`src/rtl/hbr_pkg.sv`:
```
package hbr_pkg;

  typedef enum logic [2:0] {
    RT_UNDEF = 3'd0,
    RT_CTL   = 3'd1,
    RT_PIO   = 3'd2,
    RT_PMEM  = 3'd3,
    RT_SMEM  = 3'd4
  } route_e;

  localparam int KIND_W = 4;
  localparam int IDX_W  = 3;

  localparam logic [KIND_W-1:0] K_CTL_BOT = 4'd0;
  localparam logic [KIND_W-1:0] K_CTL_TOP = 4'd1;
  localparam logic [KIND_W-1:0] K_PIO_BOT = 4'd2;
  localparam logic [KIND_W-1:0] K_PIO_TOP = 4'd3;
  localparam logic [KIND_W-1:0] K_PM_BOT  = 4'd4;
  localparam logic [KIND_W-1:0] K_PM_TOP  = 4'd5;
  localparam logic [KIND_W-1:0] K_PM_IOB  = 4'd6;
  localparam logic [KIND_W-1:0] K_SM_BOT  = 4'd7;
  localparam logic [KIND_W-1:0] K_SM_TOP  = 4'd8;
  localparam logic [KIND_W-1:0] K_CTL_EN  = 4'd9;
  localparam logic [KIND_W-1:0] K_PIO_EN  = 4'd10;
  localparam logic [KIND_W-1:0] K_PM_EN   = 4'd11;
  localparam logic [KIND_W-1:0] K_SM_EN   = 4'd12;

endpackage

```
`src/rtl/hbr_cfg_regs.sv`:
```
module hbr_cfg_regs
  import hbr_pkg::*;
#(
  parameter int ADDR_W  = 48,
  parameter int NUM_CTL = 2,
  parameter int NUM_PIO = 1,
  parameter int NUM_PM  = 2,
  parameter int NUM_SM  = 4
) (
  input  logic                              clk,
  input  logic                              rst,
  input  logic                              cfg_we,
  input  logic [KIND_W-1:0]                 cfg_kind,
  input  logic [IDX_W-1:0]                  cfg_idx,
  input  logic [ADDR_W-1:0]                 cfg_wdata,
  output logic [NUM_CTL-1:0][ADDR_W-1:0]    ctl_bot,
  output logic [NUM_CTL-1:0][ADDR_W-1:0]    ctl_top,
  output logic [NUM_CTL-1:0]                ctl_en,
  output logic [NUM_PIO-1:0][ADDR_W-1:0]    pio_bot,
  output logic [NUM_PIO-1:0][ADDR_W-1:0]    pio_top,
  output logic [NUM_PIO-1:0]                pio_en,
  output logic [NUM_PM-1:0][ADDR_W-1:0]     pm_bot,
  output logic [NUM_PM-1:0][ADDR_W-1:0]     pm_top,
  output logic [NUM_PM-1:0][ADDR_W-1:0]     pm_iob,
  output logic [NUM_PM-1:0]                 pm_en,
  output logic [NUM_PM-1:0]                 pm_rel,
  output logic [NUM_SM-1:0][ADDR_W-1:0]     sm_bot,
  output logic [NUM_SM-1:0][ADDR_W-1:0]     sm_top,
  output logic [NUM_SM-1:0]                 sm_en
);

  localparam int PAGE_BITS = 12;

  // control areas
  for (genvar g = 0; g < NUM_CTL; g++) begin : g_ctl
    wire hit = cfg_we && (cfg_idx == IDX_W'(g));
    always_ff @(posedge clk) begin
      if (rst) begin
        ctl_bot[g] <= '0;
        ctl_top[g] <= '0;
        ctl_en[g]  <= 1'b0;
      end else if (hit) begin
        case (cfg_kind)
          K_CTL_BOT: ctl_bot[g] <= cfg_wdata;
          K_CTL_TOP: ctl_top[g] <= cfg_wdata;
          K_CTL_EN:  ctl_en[g]  <= cfg_wdata[0];
          default: ;
        endcase
      end
    end
  end

  // peripheral I/O windows
  for (genvar g = 0; g < NUM_PIO; g++) begin : g_pio
    wire hit = cfg_we && (cfg_idx == IDX_W'(g));
    always_ff @(posedge clk) begin
      if (rst) begin
        pio_bot[g] <= '0;
        pio_top[g] <= '0;
        pio_en[g]  <= 1'b0;
      end else if (hit) begin
        case (cfg_kind)
          K_PIO_BOT: pio_bot[g] <= cfg_wdata;
          K_PIO_TOP: pio_top[g] <= cfg_wdata;
          K_PIO_EN:  pio_en[g]  <= cfg_wdata[0];
          default: ;
        endcase
      end
    end
  end

  // peripheral memory windows
  for (genvar g = 0; g < NUM_PM; g++) begin : g_pm
    wire hit = cfg_we && (cfg_idx == IDX_W'(g));
    always_ff @(posedge clk) begin
      if (rst) begin
        pm_bot[g] <= '0;
        pm_top[g] <= '0;
        pm_iob[g] <= '0;
        pm_en[g]  <= 1'b0;
        pm_rel[g] <= 1'b0;
      end else if (hit) begin
        case (cfg_kind)
          K_PM_BOT: pm_bot[g] <= cfg_wdata;
          K_PM_TOP: pm_top[g] <= cfg_wdata;
          K_PM_IOB: pm_iob[g] <= cfg_wdata;
          K_PM_EN: begin
            pm_en[g]  <= cfg_wdata[0];
            pm_rel[g] <= cfg_wdata[1];
          end
          default: ;
        endcase
      end
    end
  end

  // system memory spaces; space 0 is anchored at address zero
  for (genvar g = 0; g < NUM_SM; g++) begin : g_sm
    wire hit = cfg_we && (cfg_idx == IDX_W'(g));
    always_ff @(posedge clk) begin
      if (rst) begin
        sm_top[g] <= '0;
        sm_en[g]  <= 1'b0;
      end else if (hit) begin
        case (cfg_kind)
          K_SM_TOP: sm_top[g] <= cfg_wdata;
          K_SM_EN:  sm_en[g]  <= cfg_wdata[0];
          default: ;
        endcase
      end
    end
    if (g == 0) begin : g_anchor
      assign sm_bot[g] = '0;
    end else begin : g_free
      always_ff @(posedge clk) begin
        if (rst)
          sm_bot[g] <= '0;
        else if (hit && cfg_kind == K_SM_BOT)
          sm_bot[g] <= {cfg_wdata[ADDR_W-1:PAGE_BITS], {PAGE_BITS{1'b0}}};
      end
    end
  end

endmodule

```
`src/rtl/hbr_range_hit.sv`:
```
module hbr_range_hit #(
  parameter int ADDR_W = 48,
  parameter int N      = 2
) (
  input  logic [ADDR_W-1:0]          addr,
  input  logic [N-1:0][ADDR_W-1:0]   bot,
  input  logic [N-1:0][ADDR_W-1:0]   top,
  input  logic [N-1:0]               en,
  output logic [N-1:0]               hit
);

  for (genvar g = 0; g < N; g++) begin : g_cmp
    assign hit[g] = en[g] && (addr >= bot[g]) && (addr <= top[g]);
  end

endmodule

```
`src/rtl/hbr_first_hit.sv`:
```
module hbr_first_hit #(
  parameter int N  = 4,
  parameter int IW = 3
) (
  input  logic [N-1:0]  hit,
  output logic          any,
  output logic [IW-1:0] idx
);

  always_comb begin
    any = |hit;
    idx = '0;
    for (int i = N - 1; i >= 0; i--) begin
      if (hit[i]) idx = IW'(i);
    end
  end

endmodule

```
`src/rtl/hbr_addr_router.sv`:
```
module hbr_addr_router
  import hbr_pkg::*;
#(
  parameter int ADDR_W  = 48,
  parameter int NUM_CTL = 2,
  parameter int NUM_PM  = 2,
  parameter int NUM_SM  = 4
) (
  input  logic                 clk,
  input  logic                 rst,
  input  logic                 cfg_we,
  input  logic [3:0]           cfg_kind,
  input  logic [2:0]           cfg_idx,
  input  logic [ADDR_W-1:0]    cfg_wdata,
  input  logic                 req_valid,
  input  logic [ADDR_W-1:0]    req_addr,
  output logic                 rsp_valid,
  output logic [2:0]           rsp_route,
  output logic [2:0]           rsp_idx,
  output logic [ADDR_W-1:0]    rsp_addr,
  output logic                 rsp_err
);

  localparam int NUM_PIO = 1;
  localparam logic [ADDR_W-1:0] FOUR_G = ADDR_W'(64'h1_0000_0000);

  logic [NUM_CTL-1:0][ADDR_W-1:0] ctl_bot, ctl_top;
  logic [NUM_CTL-1:0]             ctl_en;
  logic [NUM_PIO-1:0][ADDR_W-1:0] pio_bot, pio_top;
  logic [NUM_PIO-1:0]             pio_en;
  logic [NUM_PM-1:0][ADDR_W-1:0]  pm_bot, pm_top, pm_iob;
  logic [NUM_PM-1:0]              pm_en, pm_rel;
  logic [NUM_SM-1:0][ADDR_W-1:0]  sm_bot, sm_top;
  logic [NUM_SM-1:0]              sm_en;

  hbr_cfg_regs #(
    .ADDR_W(ADDR_W), .NUM_CTL(NUM_CTL), .NUM_PIO(NUM_PIO),
    .NUM_PM(NUM_PM), .NUM_SM(NUM_SM)
  ) u_cfg (
    .clk(clk), .rst(rst), .cfg_we(cfg_we), .cfg_kind(cfg_kind),
    .cfg_idx(cfg_idx), .cfg_wdata(cfg_wdata),
    .ctl_bot(ctl_bot), .ctl_top(ctl_top), .ctl_en(ctl_en),
    .pio_bot(pio_bot), .pio_top(pio_top), .pio_en(pio_en),
    .pm_bot(pm_bot), .pm_top(pm_top), .pm_iob(pm_iob),
    .pm_en(pm_en), .pm_rel(pm_rel),
    .sm_bot(sm_bot), .sm_top(sm_top), .sm_en(sm_en)
  );

  logic [NUM_CTL-1:0] ctl_hit;
  logic [NUM_PIO-1:0] pio_hit;
  logic [NUM_PM-1:0]  pm_hit;
  logic [NUM_SM-1:0]  sm_hit;

  hbr_range_hit #(.ADDR_W(ADDR_W), .N(NUM_CTL)) u_ctl_hit (
    .addr(req_addr), .bot(ctl_bot), .top(ctl_top), .en(ctl_en), .hit(ctl_hit));
  hbr_range_hit #(.ADDR_W(ADDR_W), .N(NUM_PIO)) u_pio_hit (
    .addr(req_addr), .bot(pio_bot), .top(pio_top), .en(pio_en), .hit(pio_hit));
  hbr_range_hit #(.ADDR_W(ADDR_W), .N(NUM_PM)) u_pm_hit (
    .addr(req_addr), .bot(pm_bot), .top(pm_top), .en(pm_en), .hit(pm_hit));
  hbr_range_hit #(.ADDR_W(ADDR_W), .N(NUM_SM)) u_sm_hit (
    .addr(req_addr), .bot(sm_bot), .top(sm_top), .en(sm_en), .hit(sm_hit));

  logic             ctl_any, pio_any, pm_any, sm_any;
  logic [IDX_W-1:0] ctl_idx, pio_idx, pm_idx, sm_idx;

  hbr_first_hit #(.N(NUM_CTL), .IW(IDX_W)) u_ctl_pick (
    .hit(ctl_hit), .any(ctl_any), .idx(ctl_idx));
  hbr_first_hit #(.N(NUM_PIO), .IW(IDX_W)) u_pio_pick (
    .hit(pio_hit), .any(pio_any), .idx(pio_idx));
  hbr_first_hit #(.N(NUM_PM), .IW(IDX_W)) u_pm_pick (
    .hit(pm_hit), .any(pm_any), .idx(pm_idx));
  hbr_first_hit #(.N(NUM_SM), .IW(IDX_W)) u_sm_pick (
    .hit(sm_hit), .any(sm_any), .idx(sm_idx));

  // selected memory-window parameters
  logic [ADDR_W-1:0] pm_sel_bot, pm_sel_iob, pio_sel_bot;
  logic              pm_sel_rel;

  always_comb begin
    pm_sel_bot = '0;
    pm_sel_iob = '0;
    pm_sel_rel = 1'b0;
    for (int i = 0; i < NUM_PM; i++) begin
      if (pm_idx == IDX_W'(i)) begin
        pm_sel_bot = pm_bot[i];
        pm_sel_iob = pm_iob[i];
        pm_sel_rel = pm_rel[i];
      end
    end
    pio_sel_bot = '0;
    for (int i = 0; i < NUM_PIO; i++) begin
      if (pio_idx == IDX_W'(i)) pio_sel_bot = pio_bot[i];
    end
  end

  route_e            nx_route;
  logic [IDX_W-1:0]  nx_idx;
  logic [ADDR_W-1:0] nx_addr;

  always_comb begin
    nx_route = RT_UNDEF;
    nx_idx   = '0;
    nx_addr  = req_addr;
    if (ctl_any) begin
      nx_route = RT_CTL;
      nx_idx   = ctl_idx;
    end else if (pio_any) begin
      nx_route = RT_PIO;
      nx_idx   = pio_idx;
      nx_addr  = req_addr - pio_sel_bot;
    end else if (pm_any) begin
      nx_route = RT_PMEM;
      nx_idx   = pm_idx;
      if (pm_sel_rel && (pm_sel_bot >= FOUR_G))
        nx_addr = req_addr - pm_sel_bot + pm_sel_iob;
    end else if (sm_any) begin
      nx_route = RT_SMEM;
      nx_idx   = sm_idx;
    end
  end

  always_ff @(posedge clk) begin
    if (rst) begin
      rsp_valid <= 1'b0;
      rsp_route <= RT_UNDEF;
      rsp_idx   <= '0;
      rsp_addr  <= '0;
      rsp_err   <= 1'b0;
    end else begin
      rsp_valid <= req_valid;
      rsp_err   <= req_valid && (nx_route == RT_UNDEF);
      if (req_valid) begin
        rsp_route <= nx_route;
        rsp_idx   <= nx_idx;
        rsp_addr  <= nx_addr;
      end
    end
  end

endmodule

```
`config.mk`:
```
export PLATFORM = sky130hd
export DESIGN_NAME = hbr_addr_router
export DESIGN_NICKNAME = d
export VERILOG_FILES = /design/src/rtl/hbr_pkg.sv /design/src/rtl/hbr_cfg_regs.sv /design/src/rtl/hbr_range_hit.sv /design/src/rtl/hbr_first_hit.sv /design/src/rtl/hbr_addr_router.sv
export SDC_FILE = /design/constraint.sdc
export NUM_CORES = 2
export LEC_CHECK = 0
export ABC_CLOCK_PERIOD_IN_PS = 6200
export BUFFER_PORTS_ARGS = -buffer_cell sky130_fd_sc_hd__buf_2
export CORE_MARGIN = 4
export CORE_UTILIZATION = 58
export CTS_CLUSTER_DIAMETER = 30
export DETAILED_ROUTE_END_ITERATION = 16
export PLACE_DENSITY_LB_ADDON = 0.08
export SKIP_CTS_REPAIR_TIMING = 1
export SLEW_MARGIN = 5
export SYNTH_ARGS = -nofsm -noshare
export SYNTH_HDL_FRONTEND = slang
export SYNTH_HIERARCHICAL = 1
export SYNTH_SLANG_ARGS = --single-unit
```
`constraint.sdc`:
```
create_clock -name clk -period 6.2 [get_ports clk]
set_input_delay 0.31 -clock clk [delete_from_list [all_inputs] [get_ports clk]]
set_output_delay 0.31 -clock clk [all_outputs]
set_load 0.05 [all_outputs]
```
### Word-level counts from Yosys, hierarchy flattened

Index checks and enable logic that the tools add are counted.

* flip-flop bits (word level): 943
* bits of input ports: 107
* output and inout port bits: 56
* word-level logic and storage cells: 158

* add/subtract/negate cells: 3
* $lt $le $gt $ge: 19
* equal/unequal tests: 16
* multiplexer cells: 26
* reduce and logical (&&, ||, !) cells: 59

Operator list (count)
* $le A48 B48 Y1: 9
* $ge A48 B48 Y1: 8
* $mux W48: 8
* $sub A48 B48 Y48: 2
* $reduce_and A2 Y1: 25
* $add A48 B48 Y48: 1
* $ge A48 B1 Y1 const B: 1
* $ge A48 B33 Y1 const B: 1
* $logic_and A1 B1 Y1: 27
* $mux W3: 8
* $eq A4 B4 Y1 const B: 5
* $eq A4 B3 Y1 const B: 4
* $logic_not A3 Y1: 3
* $eq A4 B2 Y1 const B: 2
* $mux W2: 4
* $eq A3 B1 Y1 const B: 2
* $eq A3 B2 Y1 const B: 2
* $mux W1: 6
* $eq A4 B1 Y1 const B: 1
* $logic_not A4 Y1: 1
* $reduce_or A2 Y1: 2
* $reduce_or A4 Y1: 1

### Longest topological paths before layout

* depth after elaboration: 14
* depth in mapped cells: 28
* depth with buffers taken out: 25

### Cells and area by module

Netlist, hierarchy kept.

Modules (own cells, without submodules)
* hbr_cfg_regs: instances 1, cells each 3137, area each 34698.3 um^2, sequential area each 17757.0 um^2
* hbr_addr_router: instances 1, cells each 1673, area each 11678.7 um^2, sequential area each 1121.1 um^2
* hbr_range_hit (u_sm_hit): instances 1, cells each 1347, area each 9532.9 um^2, sequential area each 0.0 um^2
* hbr_range_hit (u_pm_hit): instances 1, cells each 685, area each 4810.9 um^2, sequential area each 0.0 um^2
* hbr_range_hit (u_ctl_hit): instances 1, cells each 666, area each 4758.3 um^2, sequential area each 0.0 um^2
* hbr_range_hit (u_pio_hit): instances 1, cells each 337, area each 2433.6 um^2, sequential area each 0.0 um^2
* hbr_first_hit (u_ctl_pick ...): instances 2, cells each 5, area each 31.3 um^2, sequential area each 0.0 um^2
* hbr_first_hit (u_sm_pick): instances 1, cells each 9, area each 46.3 um^2, sequential area each 0.0 um^2
* hbr_first_hit (u_pio_pick): instances 1, cells each 5, area each 33.8 um^2, sequential area each 0.0 um^2

### Worst setup path before layout

No wires, ideal clock.

* path type: register to register
* from: register u_cfg/pm_top[58] (netlist bit)
* to: register rsp_addr[30]
* library setup time: 0.127 ns
* arrival time: 5.893 ns
* required time: 6.073 ns
* setup slack: 0.180 ns
* stages on the path, launching flop included: 28
* buffers on the path: 3
* clock period less this slack: 6.020 ns
* path through: dfxtp_1 > inv_1 > ha_1 > a21oi_1 > nand2_1 > a221oi_1 > o221ai_1 > a211oi_1 > a2bb2oi_1 > nor2b_1 > clkbuf_1 > clkbuf_1 > buf_1 > mux2i_1 > nor2_1 > fa_1 > inv_1 > fa_1 > a211oi_1 > o21a_1 > a21oi_1 > o21ai_0 > nand3b_1 > a21oi_1 > xor2_1 > nor2_1 > a2111oi_0 > o21ai_1

* word-level cells in the longest chain between the ends: 13
* elaborated cells on any way between the ends: 21
* those cells by class: 2 x add/sub; 2 x order compare; 1 x eq/ne; 12 x mux; 4 x reduce/logical

RTL lines
* from (decl): RTL line hbr_cfg_regs.sv:23 `output logic [NUM_PM-1:0][ADDR_W-1:0] pm_top,`
* from (signal, indexed assignment): RTL line hbr_cfg_regs.sv:85 `K_PM_TOP: pm_top[g] <= cfg_wdata;`
* $le A48 B48 Y1 (*): RTL line hbr_range_hit.sv:13 `assign hit[g] = en[g] && (addr >= bot[g]) && (addr <= top[g]);`
* $logic_and A1 B1 Y1 (*): RTL line hbr_range_hit.sv:13
* net pm_hit[1]: RTL line hbr_addr_router.sv:51 `logic [NUM_PM-1:0] pm_hit;`
* $mux W1 (*) (2 in series): RTL line hbr_first_hit.sv:14 `if (hit[i]) idx = IW'(i);`
* net pm_idx[0]: RTL line hbr_addr_router.sv:64 `logic [IDX_W-1:0] ctl_idx, pio_idx, pm_idx, sm_idx;`
* $logic_not A3 Y1: RTL line hbr_addr_router.sv:84 `if (pm_idx == IDX_W'(i)) begin`
* $mux W48 (2 in series): RTL line hbr_addr_router.sv:84
* $sub A48 B48 Y48 or $ge A48 B33 Y1 (tied branches): RTL line hbr_addr_router.sv:115, hbr_addr_router.sv:114
* $add A48 B48 Y48 or $logic_and A1 B1 Y1 (tied branches): RTL line hbr_addr_router.sv:115, hbr_addr_router.sv:114
* $mux W48 (*): RTL line hbr_addr_router.sv:114 `if (pm_sel_rel && (pm_sel_bot >= FOUR_G))`
* $mux W48 (*): RTL line hbr_addr_router.sv:111 `end else if (pm_any) begin`
* $mux W48 (*): RTL line hbr_addr_router.sv:107 `end else if (pio_any) begin`
* $mux W48 (*): RTL line hbr_addr_router.sv:104 `if (ctl_any) begin`
* to (signal assigned): RTL line hbr_addr_router.sv:135 `rsp_addr <= nx_addr;`
* to (decl): RTL line hbr_addr_router.sv:20 `output logic [ADDR_W-1:0] rsp_addr,`

Mark *: on every way through the listed nets, which the timed path passes. The rest lies on a longest branch.
A chain may end at the register's enable or synchronous reset.

### Final worst setup path

* from: register u_cfg/pm_bot[46] (netlist bit)
* to: register rsp_addr[39]

* word-level cells in the longest chain between the ends: 13
* elaborated cells on any way between the ends: 21
* those cells by class: 2 x add/sub; 2 x order compare; 1 x eq/ne; 11 x mux; 5 x reduce/logical

RTL lines
* from (decl): RTL line hbr_cfg_regs.sv:22 `output logic [NUM_PM-1:0][ADDR_W-1:0] pm_bot,`
* from (signal, indexed assignment): RTL line hbr_cfg_regs.sv:84 `K_PM_BOT: pm_bot[g] <= cfg_wdata;`
* $ge A48 B48 Y1 (*): RTL line hbr_range_hit.sv:13
* $logic_and A1 B1 Y1 (*) (2 in series): RTL line hbr_range_hit.sv:13
* net pm_hit[0]: RTL line hbr_addr_router.sv:51
* $mux W1 (*): RTL line hbr_first_hit.sv:14
* net pm_idx[0]: RTL line hbr_addr_router.sv:64
* $logic_not A3 Y1: RTL line hbr_addr_router.sv:84
* $mux W48 (2 in series): RTL line hbr_addr_router.sv:84
* $sub A48 B48 Y48 or $ge A48 B33 Y1 (tied branches): RTL line hbr_addr_router.sv:115, hbr_addr_router.sv:114
* $add A48 B48 Y48 or $logic_and A1 B1 Y1 (tied branches): RTL line hbr_addr_router.sv:115, hbr_addr_router.sv:114
* $mux W48 (*): RTL line hbr_addr_router.sv:114
* $mux W48 (*): RTL line hbr_addr_router.sv:111
* $mux W48 (*): RTL line hbr_addr_router.sv:107
* $mux W48 (*): RTL line hbr_addr_router.sv:104

Marked as above.

==> results.toml <==
[sta]
max_slew_margin = 0.172
period_share = 0.974
setup_viol_count_final = 0
fmax_ghz = 0.166
fin_worst_skew_ns = 0.0404
hold_ws_ns = 0.00848
hold_violations = 0
drv_slew = 0
rsz0062_at_grt = "yes"
min_period_ns = 6.04
worstMarginPinSlew_ns = 1.24

[finish]
area_growth_pct = 18.6
num-nets-final = 9398
drive_gt1_frac = 0.137
postLayoutCellArea_um2 = 80700

[setup_path]
cp.arrival_ns = 6.81
cp_common_cell = "buf_4"
slowest_delay_ns = 0.56
cp.required_ns = 6.97
cp_slowest_cell = "or4_4"
critPathMaxFanout = 15
cp-start-kind = "register"
crit_path_end_kind = "register"
critPathKind = "reg -> reg"

[grt]
grt_pass1_wl_mm = 328
grt_max_degree = 220
grtUsageTotal = 0.343
antenna_found_initial = 5
grt_pass1_vias = 57200
grt-ovfl-total = 0

[clock_tree]
cts_tree = "built"
numCtsBuffers = 234
htree_levels = 4
clkTransAtPathRegs_ns = 0.05
cts-root-buf = "clkbuf_16"
clkSinkCount = 943
clock_latency_ns = 0.83
clockBufferDepth = 3

[routing]
ant_nets = 0
wl_mm = 215
detail_route.first_pass.iterations = 8
vias = 57600
drt_iter0_drc = 4345
vias_per_cell = 5.75
wl_per_cell_um = 21.5
drc_errors = 0

[yosys]
avgSynthCellArea_um2 = 8.65
yosysTopAreaCellShare = 0.277
ys_types = 105
synth-seq-area-share = 0.277
synth_ff_type = "dfxtp_1"
synth-seq-cells = 943
synth_commonest_cells = "1,005 x inv_1, 960 x nand2b_1, 959 x ha_1, 944 x mux2i_1, 943 x dfxtp_1"
syn_area_um2 = 68100
syn_inst = 7869
yosysTopAreaCell = "dfxtp_1"
ys_top_cells_by_area = "dfxtp_1 28%, ha_1 18%, mux2i_1 14%, nand2b_1 8.8%, inv_1 5.5%"
ys.warnings.count = 6
synth_edf_count = 0
yosysMostFrequentCell = "inv_1"
async_flop_share = 0

[placed_design]
globalplace.congestion = 0.968
place_hpwl_mm = 153
detailed_place.area_um2 = 72000
numPortBuffers = 162

[power_and_ir_drop]
leakagePower_nw = 37.2
ir_worst_vdd_v = 0.000308
power.density_nw_per_um2 = 262
power_mw = 21.2

[floorplan]
rows = 125
io_pins = 163
die_y_um = 351
start_util = 0.585
dieArea_um2 = 123000
die_w_um = 351
coreArea_um2 = 116000

[worst_hold_path]
hold_path_class = "in -> reg"

[job]
drv_cap = 0

[status]
outcome = "finished clean"
-- path summary, 6_finish.rpt --
kind	cells past startpoint	endpoint	slack [ns]	startpoint
worst min register to register	2	rsp_addr[38]	0.44	rsp_addr[38]
worst max register to register	29	rsp_addr[39]	0.16	u_cfg/pm_bot[46]
worst max-delay path	29	rsp_addr[39]	0.16	u_cfg/pm_bot[46]
worst min-delay path	2	rsp_addr[23]	0.008	rst
-- power breakdown --
group          internal (mW)  switching, mW  leakage (nW)
Sequential              6.12         0.0203          7.61
Combinational          0.959           1.50          25.6
Clock                   8.59           4.00          4.01
-- worst max-delay path, delay by kind of cell, from the launching register on --
| kind | cells | cell delay [ns] |
|---|---|---|
| buffers and inverters | 7 | 0.89 |
| AOI/OAI and AO/OA | 9 | 1.70 |
| muxes | 1 | 0.15 |
| DFF | 1 | 0.33 |
| and+or+nand+nor | 9 | 1.78 |
| adders and majority gates | 3 | 1.10 |
-- per-stage QoR --
step	util	setup TNS [ns]	instances	worst slack, ns
floorplan	-	0	7956	0.180
global placement	0.619	-1.70	9563	-0.298
CTS	0.690	-2.09	10000	-0.316
detailed placement	0.619	-3.73	9563	-0.403
global route	0.694	-0.342	10000	-0.0831
finish	0.694	0	10000	0.161
-- state kept, by name, indices dropped and copies added (netlist names), 2 cells and up --
register       flops
u_cfg/pio_bot     48
u_cfg/ctl_top     96
u_cfg/sm_en        4
u_cfg/pm_top      96
u_cfg/ctl_en       2
u_cfg/pm_iob      96
rsp_route          3
u_cfg/pm_bot      96
u_cfg/sm_bot     108
rsp_idx            3
u_cfg/ctl_bot     96
u_cfg/pm_en        2
rsp_addr          48
u_cfg/pio_top     48
u_cfg/sm_top     192
u_cfg/pm_rel       2
-- cell usage in the layout, fill, tap and decap left out, types with 51 or more instances in the layout --
cell	count
a211oi_1	51
a21o_1	133
a21oi_1	456
buf_2	161
buf_4	407
clkbuf_16	234
conb_1	92
dfxtp_1	942
ha_1	950
inv_1	1005
mux2i_1	943
nand2_1	419
nand2b_1	959
nand3_1	99
nand4_1	167
nor2_1	228
nor3_1	57
o21ai_0	182
-- cells by family (layout without fill, tap and decap cells) --
| family | count (synthesis) | in the layout | share of synthesized area |
|---|---|---|---|
| simple gates | 2146 | 2146 | 0.174 |
| xor+xnor | 80 | 80 | 0.0103 |
| flops | 943 | 943 | 0.277 |
| compound gates | 1201 | 1201 | 0.111 |
| fa+ha+maj | 1007 | 1007 | 0.190 |
| buf+inv | 1496 | 2026 | 0.0903 |
| mux | 991 | 991 | 0.147 |
| other cells | 5 | 94 | 0.000276 |
-- area by class of cell --
class | count | area (um^2)
diodes | 2 | 5.00
repair buffers | 581 | 4080
well taps | 1524 | 1910
clock inverters | 139 | 1760
clock buffers | 299 | 6520
multi-input cells | 5517 | 43800
flip-flops and latches | 943 | 18900
inverters | 1007 | 3780
fillers | 9496 | 35600
-- metal layers --
layer / track usage / share of wire / vias up
met4: 0.142 / 0.041 / 2
met3: 0.0458 / 0.058 / 436
met1: 0.448 / 0.44 / 27800
met2: 0.570 / 0.46 / 1667
li1: - / - / 27700
met5: 0 / 0.000079 / -
Power figures use the tool's default switching activity.
